<file path="src/rtl/rxp_pkg.sv">
package rxp_pkg;

    typedef enum logic [1:0] {
        P_OFF,
        P_IDLE,
        P_REQ,
        P_HOLD
    } pause_st_e;

    typedef enum logic [1:0] {
        G_WAIT,
        G_FILL,
        G_PASS
    } gate_st_e;

endpackage

</file>
<file path="src/rtl/rxp_quanta_timer.sv">
module rxp_quanta_timer #(
    parameter int QNT_W = 16
) (
    input  logic             clk,
    input  logic             rst_n,
    input  logic             clear,
    input  logic             load,
    input  logic [QNT_W-1:0] load_val,
    input  logic             run,
    input  logic             tick,
    output logic             done
);

    logic [QNT_W-1:0] cnt_q;

    always_ff @(posedge clk or negedge rst_n) begin
        if (!rst_n) begin
            cnt_q <= '0;
        end else if (clear) begin
            cnt_q <= '0;
        end else if (load) begin
            cnt_q <= load_val;
        end else if (run && tick && (cnt_q != '0)) begin
            cnt_q <= cnt_q - 1'b1;
        end
    end

    assign done = (cnt_q == '0);

    // A cleared timer reads as expired on the next cycle.
    AST_CLEAR_EMPTIES: assert property (@(posedge clk) disable iff (!rst_n)
        clear |=> done);

endmodule

</file>
<file path="src/rtl/rxp_pause_fsm.sv">
module rxp_pause_fsm
    import rxp_pkg::*;
#(
    parameter int LVL_W = 13
) (
    input  logic             clk,
    input  logic             rst_n,
    input  logic             active,
    input  logic [LVL_W-1:0] fill_level,
    input  logic [LVL_W-1:0] high_mark,
    input  logic [LVL_W-1:0] low_mark,
    input  logic             pause_ack,
    input  logic             timer_done,
    output logic             timer_load,
    output logic             timer_run,
    output logic             pause_req,
    output logic             xon_pulse
);

    pause_st_e st_q, st_d;
    logic      at_high, at_low, go_xon, xon_q;

    assign at_high = (fill_level >= high_mark);
    assign at_low  = (fill_level <= low_mark);

    always_comb begin
        st_d       = st_q;
        go_xon     = 1'b0;
        timer_load = 1'b0;
        if (!active) begin
            st_d = P_OFF;
        end else begin
            unique case (st_q)
                P_OFF:  st_d = P_IDLE;
                P_IDLE: if (at_high) st_d = P_REQ;
                P_REQ: begin
                    if (at_low) begin
                        st_d   = P_IDLE;
                        go_xon = 1'b1;
                    end else if (pause_ack) begin
                        st_d       = P_HOLD;
                        timer_load = 1'b1;
                    end
                end
                P_HOLD: begin
                    if (at_low) begin
                        st_d   = P_IDLE;
                        go_xon = 1'b1;
                    end else if (pause_ack) begin
                        timer_load = 1'b1;
                    end else if (timer_done) begin
                        st_d = P_REQ;
                    end
                end
                default: st_d = P_OFF;
            endcase
        end
    end

    always_ff @(posedge clk or negedge rst_n) begin
        if (!rst_n) begin
            st_q  <= P_OFF;
            xon_q <= 1'b0;
        end else begin
            st_q  <= st_d;
            xon_q <= go_xon;
        end
    end

    always_comb begin
        pause_req = (st_q == P_REQ);
        timer_run = (st_q == P_HOLD);
        xon_pulse = xon_q;
    end

    AST_OFF_QUIET: assert property (@(posedge clk) disable iff (!rst_n)
        !active |=> (!pause_req && !xon_pulse));
    AST_RISE_CAUSE: assert property (@(posedge clk) disable iff (!rst_n)
        $rose(pause_req) |-> ($past(at_high) || $past(timer_done)));
    AST_HOLD_WAITS: assert property (@(posedge clk) disable iff (!rst_n)
        (timer_run && !timer_done) |=> !pause_req);
    AST_XON_SINGLE: assert property (@(posedge clk) disable iff (!rst_n)
        xon_pulse |=> !xon_pulse);

endmodule

</file>
<file path="src/rtl/rxp_store_gate.sv">
module rxp_store_gate
    import rxp_pkg::*;
#(
    parameter int THR_W = 12
) (
    input  logic             clk,
    input  logic             rst_n,
    input  logic             active,
    input  logic [THR_W-1:0] thresh,
    input  logic             wr_valid,
    input  logic             wr_sof,
    input  logic             wr_eof,
    output logic             ready
);

    localparam int CNT_W = THR_W + 1;
    localparam logic [CNT_W-1:0] CNT_MAX = '1;

    gate_st_e         st_q, st_d;
    logic [CNT_W-1:0] cnt_q, cnt_nx;
    logic             reach, counting;

    always_comb begin
        if (wr_sof)               cnt_nx = CNT_W'(1);
        else if (cnt_q == CNT_MAX) cnt_nx = cnt_q;
        else                      cnt_nx = cnt_q + 1'b1;
    end

    assign reach    = (cnt_nx >= {1'b0, thresh});
    assign counting = wr_valid && (wr_sof || (st_q == G_FILL));

    always_comb begin
        st_d = st_q;
        if (!active) begin
            st_d = G_WAIT;
        end else begin
            unique case (st_q)
                G_WAIT, G_PASS: begin
                    if (wr_valid && wr_sof) st_d = (reach || wr_eof) ? G_PASS : G_FILL;
                end
                G_FILL: begin
                    if (wr_valid) st_d = (reach || wr_eof) ? G_PASS : G_FILL;
                end
                default: st_d = G_WAIT;
            endcase
        end
    end

    always_ff @(posedge clk or negedge rst_n) begin
        if (!rst_n) begin
            st_q  <= G_WAIT;
            cnt_q <= '0;
        end else begin
            st_q <= st_d;
            if (!active)       cnt_q <= '0;
            else if (counting) cnt_q <= cnt_nx;
        end
    end

    always_comb ready = (st_q == G_PASS);

    AST_READY_STICKY: assert property (@(posedge clk) disable iff (!rst_n)
        (active && ready && !(wr_valid && wr_sof)) |=> ready);
    AST_EOF_OPENS: assert property (@(posedge clk) disable iff (!rst_n)
        (active && wr_valid && wr_eof && (wr_sof || st_q == G_FILL)) |=> ready);
    AST_GATE_OFF: assert property (@(posedge clk) disable iff (!rst_n)
        !active |=> !ready);

endmodule

</file>
<file path="src/rtl/rxbuf_pause_ctrl.sv">
module rxbuf_pause_ctrl #(
    parameter int LVL_W = 13,
    parameter int QNT_W = 16,
    parameter int THR_W = 12
) (
    input  logic             clk,
    input  logic             rst_n,
    input  logic             sw_enable,
    input  logic             sw_reset,
    input  logic [LVL_W-1:0] high_mark,
    input  logic [LVL_W-1:0] low_mark,
    input  logic [QNT_W-1:0] retry_quanta,
    input  logic [THR_W-1:0] store_thresh,
    input  logic [LVL_W-1:0] fill_level,
    input  logic             quanta_tick,
    input  logic             pause_ack,
    input  logic             wr_valid,
    input  logic             wr_sof,
    input  logic             wr_eof,
    output logic             pause_req,
    output logic             xon_pulse,
    output logic             fabric_ready
);

    logic active, t_load, t_run, t_done;

    assign active = sw_enable && !sw_reset;

    rxp_pause_fsm #(.LVL_W(LVL_W)) u_fsm (
        .clk(clk), .rst_n(rst_n), .active(active),
        .fill_level(fill_level), .high_mark(high_mark), .low_mark(low_mark),
        .pause_ack(pause_ack), .timer_done(t_done),
        .timer_load(t_load), .timer_run(t_run),
        .pause_req(pause_req), .xon_pulse(xon_pulse)
    );

    rxp_quanta_timer #(.QNT_W(QNT_W)) u_timer (
        .clk(clk), .rst_n(rst_n), .clear(!active),
        .load(t_load), .load_val(retry_quanta),
        .run(t_run), .tick(quanta_tick), .done(t_done)
    );

    rxp_store_gate #(.THR_W(THR_W)) u_gate (
        .clk(clk), .rst_n(rst_n), .active(active),
        .thresh(store_thresh), .wr_valid(wr_valid),
        .wr_sof(wr_sof), .wr_eof(wr_eof), .ready(fabric_ready)
    );

endmodule

</file>
<file path="config.mk">
export PLATFORM = sky130hd
export DESIGN_NAME = rxbuf_pause_ctrl
export DESIGN_NICKNAME = d
export VERILOG_FILES = /design/src/rtl/rxp_pkg.sv /design/src/rtl/rxp_quanta_timer.sv /design/src/rtl/rxp_pause_fsm.sv /design/src/rtl/rxp_store_gate.sv /design/src/rtl/rxbuf_pause_ctrl.sv
export SDC_FILE = /design/constraint.sdc
export NUM_CORES = 1
export LEC_CHECK = 0
export ABC_AREA = 1
export BUFFER_PORTS_ARGS = -buffer_cell sky130_fd_sc_hd__buf_2
export CAP_MARGIN = 0
export CORE_MARGIN = 3
export CORE_UTILIZATION = 50
export CTS_BUF_LIST = sky130_fd_sc_hd__clkbuf_4
export DETAILED_ROUTE_END_ITERATION = 7
export PLACE_DENSITY = 0.81
export SLEW_MARGIN = 30
export SYNTH_ARGS = -nofsm -noshare
export SYNTH_HDL_FRONTEND = slang
export SYNTH_SLANG_ARGS = --single-unit
export TNS_END_PERCENT = 10
</file>
<file path="constraint.sdc">
create_clock -name clk -period 3.2 [get_ports clk]
set_clock_uncertainty 0.1 [all_clocks]
set_input_delay 0.48 -clock clk [delete_from_list [all_inputs] [get_ports clk]]
set_output_delay 0.48 -clock clk [all_outputs]
set_load 0.1 [all_outputs]
</file>
### Yosys cells after proc, flatten, opt, wreduce, memory -nomap -nowiden

Cells that the tools add are included.

* memories kept: 0
* bits in latches: 0
* word-level logic and storage cells: 67
* output and inout port bits: 3
* RAM bits: 0
* flip-flop bits (word level): 34
* input port bits: 76
* bits in read-only memories: 0

* equality and inequality tests: 14
* multiply operators: 0
* magnitude comparators: 3
* shift operators: 0
* add/sub/neg operators: 2
* divide/modulo/power cells: 0
* reductions and logical operators: 16
* mux-type cells: 27
* bitwise gates (word level): 0

Operators with widths (count)
* $mux 13: 4
* $mux 16: 3
* $mux 2: 11
* $logic_not 16->1: 1
* $reduce_bool 16->1: 1
* $sub 16x1->16 const B: 1
* $add 13x1->13 const B: 1
* $eq 13x13->1 const B: 1
* $ge 13x12->1: 1
* $ge 13x13->1: 1
* $le 13x13->1: 1
* $ne 4x4->1 const B: 3
* $pmux 2 s4: 1
* $mux 1: 7
* $eq 2x2->1 const B: 3
* $ne 3x2->1 const B: 2
* $ne 3x3->1 const B: 2
* $logic_and 1x1->1: 5
* $eq 2x1->1 const B: 2
* $logic_not 2->1: 2
* $pmux 2 s2: 1
* $reduce_and 4->1: 1
* $reduce_or 2->1: 2
* $logic_or 1x1->1: 2
* other kinds (3): 3

### Logic depth before layout (Yosys ltp)

Gate-level depths: netlist (run 1).

* word-level depth: 9
* mapped depth: 21
* mapped depth without buffers: 21

### Modules after synthesis

From an unflattened synthesis (run 1), not the netlist that was laid out.

* cell total of the unflattened synthesis: 562
* area, all modules: 3567.2 µm²

Modules (own cells, without submodules)
* rxp_store_gate: area an instance 1405.1 µm², cells each 210, seq. area each 375.4 µm², instances 1
* rxp_quanta_timer: area an instance 1249.9 µm², cells each 199, seq. area each 400.4 µm², instances 1
* rxp_pause_fsm: area an instance 894.6 µm², cells each 149, seq. area each 75.1 µm², instances 1
* rxbuf_pause_ctrl: area an instance 17.5 µm², cells each 4, seq. area each 0.0 µm², instances 1

### Least setup slack after synthesis (run 1)

Ideal clock, no wire load.

* path type: flip-flop to flip-flop
* from: reg u_gate.cnt_q[0]
* to: reg u_gate.st_q[1]
* buffers on the path: 0
* cell stages (with the launch flop): 22
* slack: 615 ps
* clock period less this slack: 2585 ps
* data arrival time: 2369 ps
* required time: 2983 ps
* library setup time: 117 ps
* cell sequence: dfrtp_1 -> ha_1 -> nand3_1 -> nor3_2 -> nand2_1 -> o21ai_0 -> or2_2 -> nand3_1 -> inv_1 -> ha_1 -> nand2_1 -> inv_1 -> nand3_1 -> o21ai_0 -> nor2_1 -> nand2_1 -> nand2_1 -> nand2_1 -> nand2_1 -> nand2_1 -> nand2_1 -> nand2_1

* cells in the longest elaborated chain, start to end: 9
* elaborated cells on any way between the ends: 11
* classes of those cells: add/sub: 1; order compare: 1; eq/ne: 1; mux: 7; reduce/logical: 1

RTL lines
* start: declaration: RTL line rxp_store_gate.sv:20 `logic [CNT_W-1:0] cnt_q, cnt_nx;`
* start signal: assignment: RTL line rxp_store_gate.sv:56 `else if (counting) cnt_q <= cnt_nx;`
* $add 13x1->13 or $eq 13x13->1 (tied branches): RTL line rxp_store_gate.sv:26, rxp_store_gate.sv:25
* $mux 13 (*): RTL line rxp_store_gate.sv:25 `else if (cnt_q == CNT_MAX) cnt_nx = cnt_q;`
* $mux 13 (*): RTL line rxp_store_gate.sv:24 `if (wr_sof) cnt_nx = CNT_W'(1);`
* $ge 13x12->1 (*): RTL line rxp_store_gate.sv:29 `assign reach = (cnt_nx >= {1'b0, thresh});`
* $logic_or 1x1->1 (*): RTL line rxp_store_gate.sv:39, rxp_store_gate.sv:42
* $mux 2 (*): RTL line rxp_store_gate.sv:39, rxp_store_gate.sv:42
* $mux 2 (on tied branches): RTL line rxp_store_gate.sv:42, rxp_store_gate.sv:39
* $pmux 2 s2 (*): RTL line rxp_store_gate.sv:37 `unique case (st_q)`
* $mux 2 (*): RTL line rxp_store_gate.sv:34 `if (!active) begin`
* end signal: assignment: RTL line rxp_store_gate.sv:54 `st_q <= st_d;`
* end: declaration: RTL line rxp_store_gate.sv:19 `gate_st_e st_q, st_d;`

Every way passes the cells marked *; elsewhere a longest branch is shown, timed or not. The select of a mux whose other input is x is not followed.
A chain may end at the register's enable or synchronous reset.

### Worst setup path after layout (run 1)

Same ends and word-level chain as after synthesis.

==> results of run 1 <==
[power by group through the flow]
stage	logic, mW	registers (mW)	clock network (mW)
6_report	0.351	0.457	0.258
5_1_grt	0.403	0.459	0.279
4_1_cts	0.349	0.457	0.258
3_5_place_dp	0.347	0.465	0
3_3_place_gp	0.334	0.465	0
2_1_floorplan	0.242	0.463	0
[cell usage in the layout (no fill, tap or decap), types with 2 or more instances in the layout]
| cell | n |
|---|---|
| o21ai_0 | 17 |
| nand2_1 | 157 |
| o22ai_1 | 5 |
| or2_0 | 2 |
| nor2_2 | 9 |
| nor3_1 | 8 |
| ha_1 | 39 |
| nor2_4 | 3 |
| a21oi_1 | 20 |
| nand4_1 | 11 |
| xor2_1 | 9 |
| clkbuf_4 | 6 |
| xnor2_1 | 2 |
| nand2_2 | 9 |
| dfrtp_1 | 33 |
| o21bai_1 | 2 |
| inv_1 | 105 |
| a31oi_1 | 3 |
| nand2_4 | 3 |
| buf_2 | 78 |
| a21oi_4 | 2 |
| o21ai_2 | 2 |
| nor2_1 | 76 |
| nand3_1 | 26 |
| inv_2 | 3 |
| or2_2 | 2 |
| nand3_2 | 2 |
| nand3_4 | 3 |
| nor3_2 | 3 |
[worst max path at each step]
| stage | cells past startpoint | endpoint | start | slack, ps |
|---|---|---|---|---|
| global placement | 18 | u_gate.st_q[1] | u_gate.cnt_q[0] | 390 |
| global route | 20 | u_gate.st_q[1] | u_gate.cnt_q[0] | 20 |
| finish | 18 | u_gate.st_q[1] | u_gate.cnt_q[0] | 310 |
| detailed placement | 18 | u_gate.st_q[1] | u_gate.cnt_q[0] | 240 |
| floorplan | 21 | u_gate.st_q[1] | u_gate.cnt_q[0] | 610 |
| CTS | 18 | u_gate.st_q[1] | u_gate.cnt_q[0] | 220 |
[area by class of cell]
| type | instances | share of cell area, % |
|---|---|---|
| Sequential cell | 34 | 19.8 |
| Tap cell | 96 | 2.80 |
| Inverter | 109 | 9.59 |
| Timing Repair Buffer | 79 | 9.27 |
| Clock buffer | 6 | 1.05 |
| Multi-Input combinational cell | 428 | 57.2 |
| Clock inverter | 2 | 0.204 |
[metrics by stage]
| stage | instances | hold WS (ps) | utilization, % |
|---|---|---|---|
| 2_1_floorplan | 575 | 84.4 | - |
| 4_1_cts | 753 | 118 | 60.6 |
| 3_3_place_gp | 745 | 366 | 59.9 |
| 5_1_grt | 754 | 140 | 61.2 |
| 6_report | 754 | 87.3 | 61.2 |
| 3_5_place_dp | 745 | 378 | 59.9 |
[registers in the layout, summed over array words and instances, names as in the netlist]
name             count
u_fsm.st_q           2
u_gate.st_q          2
u_gate.cnt_q        13
u_timer.cnt_q       16
u_fsm.xon_pulse      1
[metal layers]
| metal | wire length (um) | part of all wire [%] |
|---|---|---|
| met1 | 3850 | 42 |
| met3 | 573 | 6.3 |
| met5 | 0 | 0 |
| met4 | 48 | 0.53 |
| met2 | 4650 | 51 |
[worst max-delay path: stages (launching register included)]
cell and delay, ps:
dfrtp_2 420, ha_2 240, nand3_1 160, nor3_4 320, nand3_4 190, a31oi_1 300
ha_1 310, nand2_1 70, a21oi_1 40, nor2_1 80, o21ai_0 80, nor2_1 90
nand2_1 60, nand2_1 60, nand2_1 50, nand2_1 70, nand2_1 50, nand2_1 60
nand2_1 50
[kinds of logic (layout without fill, tap and decap cells)]
group	Yosys count	count (layout)
fa+ha+maj	40	40
buf+inv	113	196
flops	34	34
compound gates	55	55
simple gates	322	322
xor+xnor	11	11
[repair_timing]
item	in CTS	in global routing
resized for setup	0	8
endpoints found under the setup margin	0	2
setup buffers	0	1
==> run summary, run 1 <==
Synth Instances: 575
ANT cells: 0
final setup vio count: 0
Slew Viols, Final: 0
antenna violations before repair: 0
Setup crit start kind: flop
Setup TNS: 0 ps
grt met1 use: 27.7%
io pins: 79
DRC: 0
main flop type after synthesis: dfrtp_1
Leakage Power: 2.57 nW
R2R Path Start: u_gate.cnt_q[0]
Adder-Cell Fraction of Synth Area: 13.4%
CTS tree: built
nets@finish: 773
fin worst setup slack: 314 ps
Psw: 0.397 mW
Die Y: 92.3 um
count leader, synth: nand2_1
worst skew pair latency: 350 ps
Crit path arrival time: 3040 ps
RR Endpoint: u_gate.st_q[1]
WL/cell: 12.1 um
Seq/Total Area, Yosys: 22.8%
Max Fclk: 0.346 GHz
CTS root buffer: clkbuf_4
final RePlAce weighted congestion: 0.976
Power Density: 248 mW/mm2
GR Util met3: 4.47%
Port Buffer Count: 78
DP Area: 0.00420 mm2
Rel. slew slack: 47.6%
Area Overhead vs Synth: 15.3%
hpwl dp: 7270 um
core area: 0.00702 mm2
Slew @ Worst Pin: 786 ps
clock buffer depth: 2
Sequential cell area: 852 um2
Max Cap Viol: 0
largest net degree at the start of global routing: 35
largest family of logic cells by synthesized area: simple AND/OR/NAND/NOR gates
Routed Wire Length: 9120 um
crit end category: flop
fin crit period: 2890 ps
XOR/XNOR share of the synthesized area: 2.59%
drt first pass iters: 5
post-synthesis simple-gate area fraction: 40.4%
FF-to-FF path depth: 18
# rows: 30
Initial DRC Count: 185
Internal: 0.669 mW
VDD IR max: 0.114 mV
Initial Util: 53.0%
DR vias: 3,848
all-layer global routing usage: 21.9%
clock share of power: 24.2%
Compound-Gate Fraction of Synth Area: 8.80%
Hold WC Path Type: input pin to asynchronous set/reset pin
outcome: finished clean
power share of the combinational group: 32.9%
sequential power share: 42.9%
syn nets: 691
Synth Warn #: 0
first-pass GRT wire length: 15,600 um
share of cells above drive strength 1: 20.7%
RSZ-0062 raised after global routing: false
total chip power: 1.07 mW
clock sinks: 34
Synth area leaders: dfrtp_1 (23%), nand2_1 (16%), ha_1 (13%)
Post-synth EDFFs: 0
Multi-input gate area: 0.00246 mm2
die width: 92.3 um
reg-to-reg slack, setup: 310 ps
Crit Path Category: flop to flop
DRT antenna net count: 0
total gr overflow: 0
sw frac: 37.3%
# hold bufs at CTS: 0
fin crit share: 90.2%
Syn Std Cell Area: 0.00372 mm2
syn_area_per_cell: 6.48 um2
Place WS: 243 ps
mux cell area share after synthesis: 0%
Die ar.: 0.00852 mm2
total CTS buffers: 5
Via density: 5.10
Post-synth top cells: nand2_1 (158), inv_1 (105), nor2_1 (76)
FFs w/ async S/R, synth: 100%
Design Area, Final: 0.00429 mm2
top-area cell type share of the netlist area: 22.8%
met2 Resource Use GR: 38.5%
GR peak layer: met2
CTS clk-pin slew, worst paths: 120 ps
H-tree levels: 2
vias in the first global route: 3,693
register bit count reported by yosys: 34
Synth area leader: dfrtp_1
worst-path fanout max: 10
Unique masters post-synth: 41
Final Hold Viols: 0
filler instances: 690
worst endpoint required time: 3360 ps
Power figures use the tool's default switching activity.
==> run 2, diff against run 1 <==
==> constraint.sdc (replaced) <==
create_clock -name clk -period 2.8 [get_ports clk]
set_clock_uncertainty 0.1 [all_clocks]
set_input_delay 0.42 -clock clk [delete_from_list [all_inputs] [get_ports clk]]
set_output_delay 0.42 -clock clk [all_outputs]
set_load 0.1 [all_outputs]
==> run summary, run 2 (synthesized netlist as in run 1, its figures left out) <==
Power Density: 289 mW/mm2 (+17%)
filler instances: 693 (+0.43%)
Psw: 0.440 mW (+11%)
WL/cell: 12.2 um (+0.68%)
Crit Path Category: flop to flop
worst skew pair latency: 340 ps (about the same)
# rows: 30 (unchanged)
Rel. slew slack: 46.8% (-0.81 points)
total chip power: 1.28 mW (+21%)
RSZ-0062 raised after global routing: true
hpwl dp: 7430 um (+2.2%)
Internal: 0.844 mW (+26%)
power share of the combinational group: 31.9% (-1.0 points)
RR Endpoint: u_gate.st_q[1]
share of cells above drive strength 1: 22.9% (+2.2 points)
Slew Viols, Final: 0 (unchanged)
Largest Register: u_timer.cnt_q
Slew @ Worst Pin: 799 ps (+12.1 ps)
Routed Wire Length: 9300 um (+2.0%)
total CTS buffers: 5 (unchanged)
fin util: 63.3% (+2.1 points)
Initial Util: 53.0% (unchanged)
Die Y: 92.3 um (unchanged)
Crit path arrival time: 2920 ps (-120 ps)
vias in the first global route: 3,749 (+1.5%)
H-tree levels: 2 (unchanged)
CTS root buffer: clkbuf_4
largest net degree at the start of global routing: 35 (unchanged)
Initial DRC Count: 142 (-23%)
reg-to-reg slack, setup: 30 ps (-290 ps)
Die ar.: 0.00852 mm2 (unchanged)
first-pass GRT wire length: 15,600 um (-0.22%)
fin worst setup slack: 26.0 ps (-288 ps)
core area: 0.00702 mm2 (unchanged)
Max Fclk: 0.360 GHz (+4.0%)
total gr overflow: 0 (unchanged)
FF-to-FF path depth: 18 (unchanged)
DRT antenna net count: 0 (unchanged)
worst-path fanout max: 8 (-2)
Area Overhead vs Synth: 19.3%
clock share of power: 27.6% (+3.4 points)
Hold WC Path Type: input pin to asynchronous set/reset pin
DRC: 0 (unchanged)
fin crit period: 2770 ps (-112 ps)
top flop regs: u_timer.cnt_q x16, u_gate.cnt_q x13
fin crit share: 99.1% (+8.9 points)
DP Area: 0.00423 mm2 (+0.71%)
Via density: 5.00 (-2.1%)
io pins: 79 (unchanged)
R2R Path Start: u_gate.cnt_q[0]
drt first pass iters: 5 (unchanged)
most common cell after layout, fill and taps aside: nand2_1
all-layer global routing usage: 22.0% (+0.047 points)
final setup vio count: 0 (unchanged)
nets@finish: 784 (+1.4%)
CTS tree: built
clock buffer depth: 2 (unchanged)
VDD IR max: 0.171 mV (+49%)
most frequent cells in the layout: nand2_1 (156), inv_1 (103), buf_2 (78), nor2_1 (76), ha_1 (39)
outcome: finished clean
antenna violations before repair: 0 (unchanged)
sequential power share: 40.6% (-2.3 points)
Leakage Power: 2.63 nW (+2.3%)
worst endpoint required time: 2950 ps (-410 ps)
sw frac: 34.3% (-3.0 points)
Design Area, Final: 0.00444 mm2 (+3.4%)
Port Buffer Count: 78 (unchanged)
# hold bufs at CTS: 0 (unchanged)
Place WS: 78.5 ps (-165 ps)
ANT cells: 0 (unchanged)
CTS clk-pin slew, worst paths: 110 ps (about the same)
DR vias: 3,817 (-0.81%)
crit end category: flop
final hold slack: 53.5 ps (-33.8 ps)
Max Cap Viol: 0 (unchanged)
clock sinks: 34 (unchanged)
Final Hold Viols: 0 (unchanged)
die width: 92.3 um (unchanged)
Setup crit start kind: flop
final RePlAce weighted congestion: 0.935 (-4.2%)
max reg flops: 16 (unchanged)
==> run 2: worst max-delay path, cell delays in order (launching register included) <==
cell	delay, ps
dfrtp_1	380
ha_2	210
nand3_4	90
nor3_4	300
buf_6	150
nand3_4	110
buf_4	180
a31oi_2	160
ha_1	270
nand4_1	110
o21ai_1	80
nor2_1	110
nand2_1	70
nand2_1	70
nand2_1	40
nand2_1	80
nand2_1	50
nand2_1	60
nand2_1	50
==> run 2: through the flow <==
step	cells	setup TNS, ps
after floorplan	575	0
after global placement	749	0
after detailed placement	749	0
after CTS	756	0
after global routing	764	-252
final	764	0
==> run 2: timing repair <==
item	4_1_cts	5_1_grt
setup buffers	0	8
setup endpoints to repair	0	2
gates resized for setup	0	21
==> run 2: worst max-delay path by stage <==
stage                     cells past startpoint            start        endpoint  slack (ps)
after CTS                                    21  u_gate.cnt_q[0]  u_gate.st_q[1]          60
after detailed placement                     21  u_gate.cnt_q[0]  u_gate.st_q[1]          80
after global placement                       21  u_gate.cnt_q[0]  u_gate.st_q[1]         150
after global routing                         21  u_gate.cnt_q[0]  u_gate.st_q[1]        -160
final                                        18  u_gate.cnt_q[0]  u_gate.st_q[1]          30
after floorplan                              21  u_gate.cnt_q[0]  u_gate.st_q[1]         210
==> run 2: cell type report <==
class / count / area [um2] / area share, %
clock buffers: 5 / 37.5 / 0.845
clock inverters: 2 / 33.8 / 0.761
inverters: 109 / 412 / 9.27
multi-input cells: 428 / 2500 / 56.4
flip-flops and latches: 34 / 851 / 19.2
well taps: 96 / 120 / 2.70
repair buffers: 90 / 484 / 10.9
==> run 2: routing by layer <==
layer	wire, um	GRT usage [%]
met5	0	0
met1	3960	26.6
met3	396	2.76
met4	87	6.19
met2	4860	40.6
==> run 2: power groups by stage <==
stage | registers (mW) | logic, mW | clock network (mW)
floorplan | 0.529 | 0.276 | 0
global placement | 0.530 | 0.385 | 0
detailed placement | 0.530 | 0.401 | 0
CTS | 0.521 | 0.404 | 0.359
global route | 0.523 | 0.469 | 0.379
finish | 0.521 | 0.409 | 0.354
==> run 3, diff against run 2 <==
--- a/config.mk
+++ b/config.mk
@@ -13,6 +13,7 @@
 export CTS_BUF_LIST = sky130_fd_sc_hd__clkbuf_4
 export DETAILED_ROUTE_END_ITERATION = 7
 export PLACE_DENSITY = 0.81
+export REMOVE_ABC_BUFFERS = 1
 export SLEW_MARGIN = 30
 export SYNTH_ARGS = -nofsm -noshare
 export SYNTH_HDL_FRONTEND = slang
==> run summary, run 3 (synthesized netlist as in run 1, its figures left out) <==
outcome: finished clean
CP delay by family, top: simple AND/OR/NAND/NOR gates
fin crit period: 2710 ps (-67.3 ps)
CTS root buffer: clkbuf_4
total CTS buffers: 5 (unchanged)
H-tree levels: 2 (unchanged)
Multi-input gate area: 0.00252 mm2 (+0.70%)
Initial DRC Count: 177 (+25%)
grt met1 use: 27.5% (+0.91 points)
Max Cap Viol: 0 (unchanged)
Max Fclk: 0.369 GHz (+2.5%)
final setup vio count: 0 (unchanged)
Slowest cell on crit path: dfrtp_1
final hold slack: 28.6 ps (-24.9 ps)
Crit path arrival time: 2870 ps (-50 ps)
total gr overflow: 0 (unchanged)
Power Density: 314 mW/mm2 (+8.4%)
DR vias: 3,790 (-0.71%)
clock share of power: 33.8% (+6.2 points)
Routed Wire Length: 9380 um (+0.76%)
top flop regs: u_timer.cnt_q x16, u_gate.cnt_q x13
vias in the first global route: 3,702 (-1.3%)
met2 Resource Use GR: 39.9% (-0.73 points)
core area: 0.00702 mm2 (unchanged)
sw frac: 32.9% (-1.4 points)
total chip power: 1.40 mW (+9.1%)
reg-to-reg slack, setup: 90 ps (+70 ps)
sequential power share: 37.2% (-3.4 points)
ANT cells: 0 (unchanged)
Max stage delay on crit path: 390 ps (about the same)
antenna violations before repair: 0 (unchanged)
DRT antenna net count: 0 (unchanged)
Psw: 0.461 mW (+4.8%)
io pins: 79 (unchanged)
R2R Path Start: u_gate.cnt_q[1]
Slew Viols, Final: 0 (unchanged)
RSZ-0062 raised after global routing: true
Largest Register: u_timer.cnt_q
DRC: 0 (unchanged)
Setup TNS: 0 ps (unchanged)
final RePlAce weighted congestion: 0.949 (+1.5%)
nets@finish: 781 (-0.38%)
Setup crit start kind: flop
worst-path fanout max: 8 (unchanged)
VDD IR max: 0.181 mV (+5.9%)
cells along the critical path: ha_2, nand3_4, nor3_4, nand3_4, nand2_1, o21ai_0, nand2_1, inv_1, ha_1, nand2_1, inv_1, nand3_1, o21ai_1, nor2_1, nand2_1, nand2_1, nand2_1, nand2_1, nand2_1, nand2_1, nand2_1
Hold WC Path Type: input pin to asynchronous set/reset pin
clock sinks: 34 (unchanged)
CTS tree: built
Final Hold Viols: 0 (unchanged)
# hold bufs at CTS: 0 (unchanged)
CTS clk-pin slew, worst paths: 120 ps (about the same)
GR Util met3: 3.57% (+0.81 points)
Critical path origin: u_gate.cnt_q[1]
WL/cell: 12.3 um (+1.0%)
Port Buffer Count: 78 (unchanged)
most common cell after layout, fill and taps aside: nand2_1
hpwl dp: 7490 um (+0.80%)
worst skew pair latency: 360 ps (+20 ps)
first-pass GRT wire length: 15,700 um (+0.98%)
crit end category: flop
Die ar.: 0.00852 mm2 (unchanged)
power share of the combinational group: 29.0% (-2.9 points)
most frequent cells in the layout: nand2_1 (156), inv_1 (103), buf_2 (78), nor2_1 (75), ha_1 (38)
Critical Path Most Common Cell: nand2_1
largest net degree at the start of global routing: 35 (unchanged)
share of cells above drive strength 1: 23.4% (+0.52 points)
Area Overhead vs Synth: 20.0%
all-layer global routing usage: 22.2% (+0.24 points)
clock buffer depth: 2 (unchanged)
Crit Path Category: flop to flop
max reg flops: 16 (unchanged)
GR peak layer: met2
Rel. slew slack: 47.6% (+0.82 points)
Die Y: 92.3 um (unchanged)
fin crit share: 96.7% (-2.4 points)
filler instances: 677 (-2.3%)
Slew @ Worst Pin: 786 ps (-12.3 ps)
worst endpoint required time: 2960 ps (about the same)
Initial Util: 53.0% (unchanged)
# rows: 30 (unchanged)
Leakage Power: 2.62 nW (about the same)
Sequential cell area: 851 um2 (unchanged)
Via density: 4.97 (-0.45%)
drt first pass iters: 7 (+2)
die width: 92.3 um (unchanged)
Internal: 0.940 mW (+11%)
fin util: 63.7% (+0.41 points)
crit path buf inv count: 2 (unchanged)
## run 3: path summary, 6_finish.rpt
check	end	depth (start not counted)
max in group asynchronous	u_gate.st_q[1]	1
min in group clk	u_timer.cnt_q[3]	5
worst max register to register	u_gate.st_q[1]	21
worst min register to register	u_timer.cnt_q[0]	2
worst min-delay path	u_timer.cnt_q[3]	1
worst max-delay path	u_gate.st_q[1]	21
## run 3: routing by layer
| metal | up-vias | part of all wire, % |
|---|---|---|
| met5 | - | 0 |
| met4 | 0 | 1.6 |
| met3 | 17 | 5.2 |
| met2 | 112 | 51 |
| met1 | 1668 | 42 |
| li1 | 1993 | - |
## run 3: area by class of cell
type,count,area share [%]
Timing Repair Buffer,87,10.2
Multi-Input combinational cell,428,56.4
Tap cell,96,2.69
Inverter,109,9.27
Sequential cell,34,19.0
Clock inverter,3,1.54
Clock buffer,5,0.840
## run 3: timing repair
action | in CTS | in global routing
buffers inserted | 0 | 7
resized for setup | 0 | 24
endpoints found under the setup margin | 0 | 2
## run 3: power by group through the flow
stage | logic [mW] | registers, mW | clock network (mW)
after detailed placement | 0.400 | 0.531 | 0
after floorplan | 0.271 | 0.529 | 0
after CTS | 0.403 | 0.521 | 0.476
after global routing | 0.461 | 0.524 | 0.491
after global placement | 0.385 | 0.530 | 0
final | 0.406 | 0.522 | 0.474
## run 3: stage by stage
stage | setup WS [ps] | cell area [um2] | instances
floorplan | 211 | 3690 | 571
global placement | 181 | 4220 | 747
detailed placement | 100 | 4220 | 747
CTS | 82.7 | 4320 | 755
global route | -86.1 | 4470 | 762
finish | 93.4 | 4470 | 762
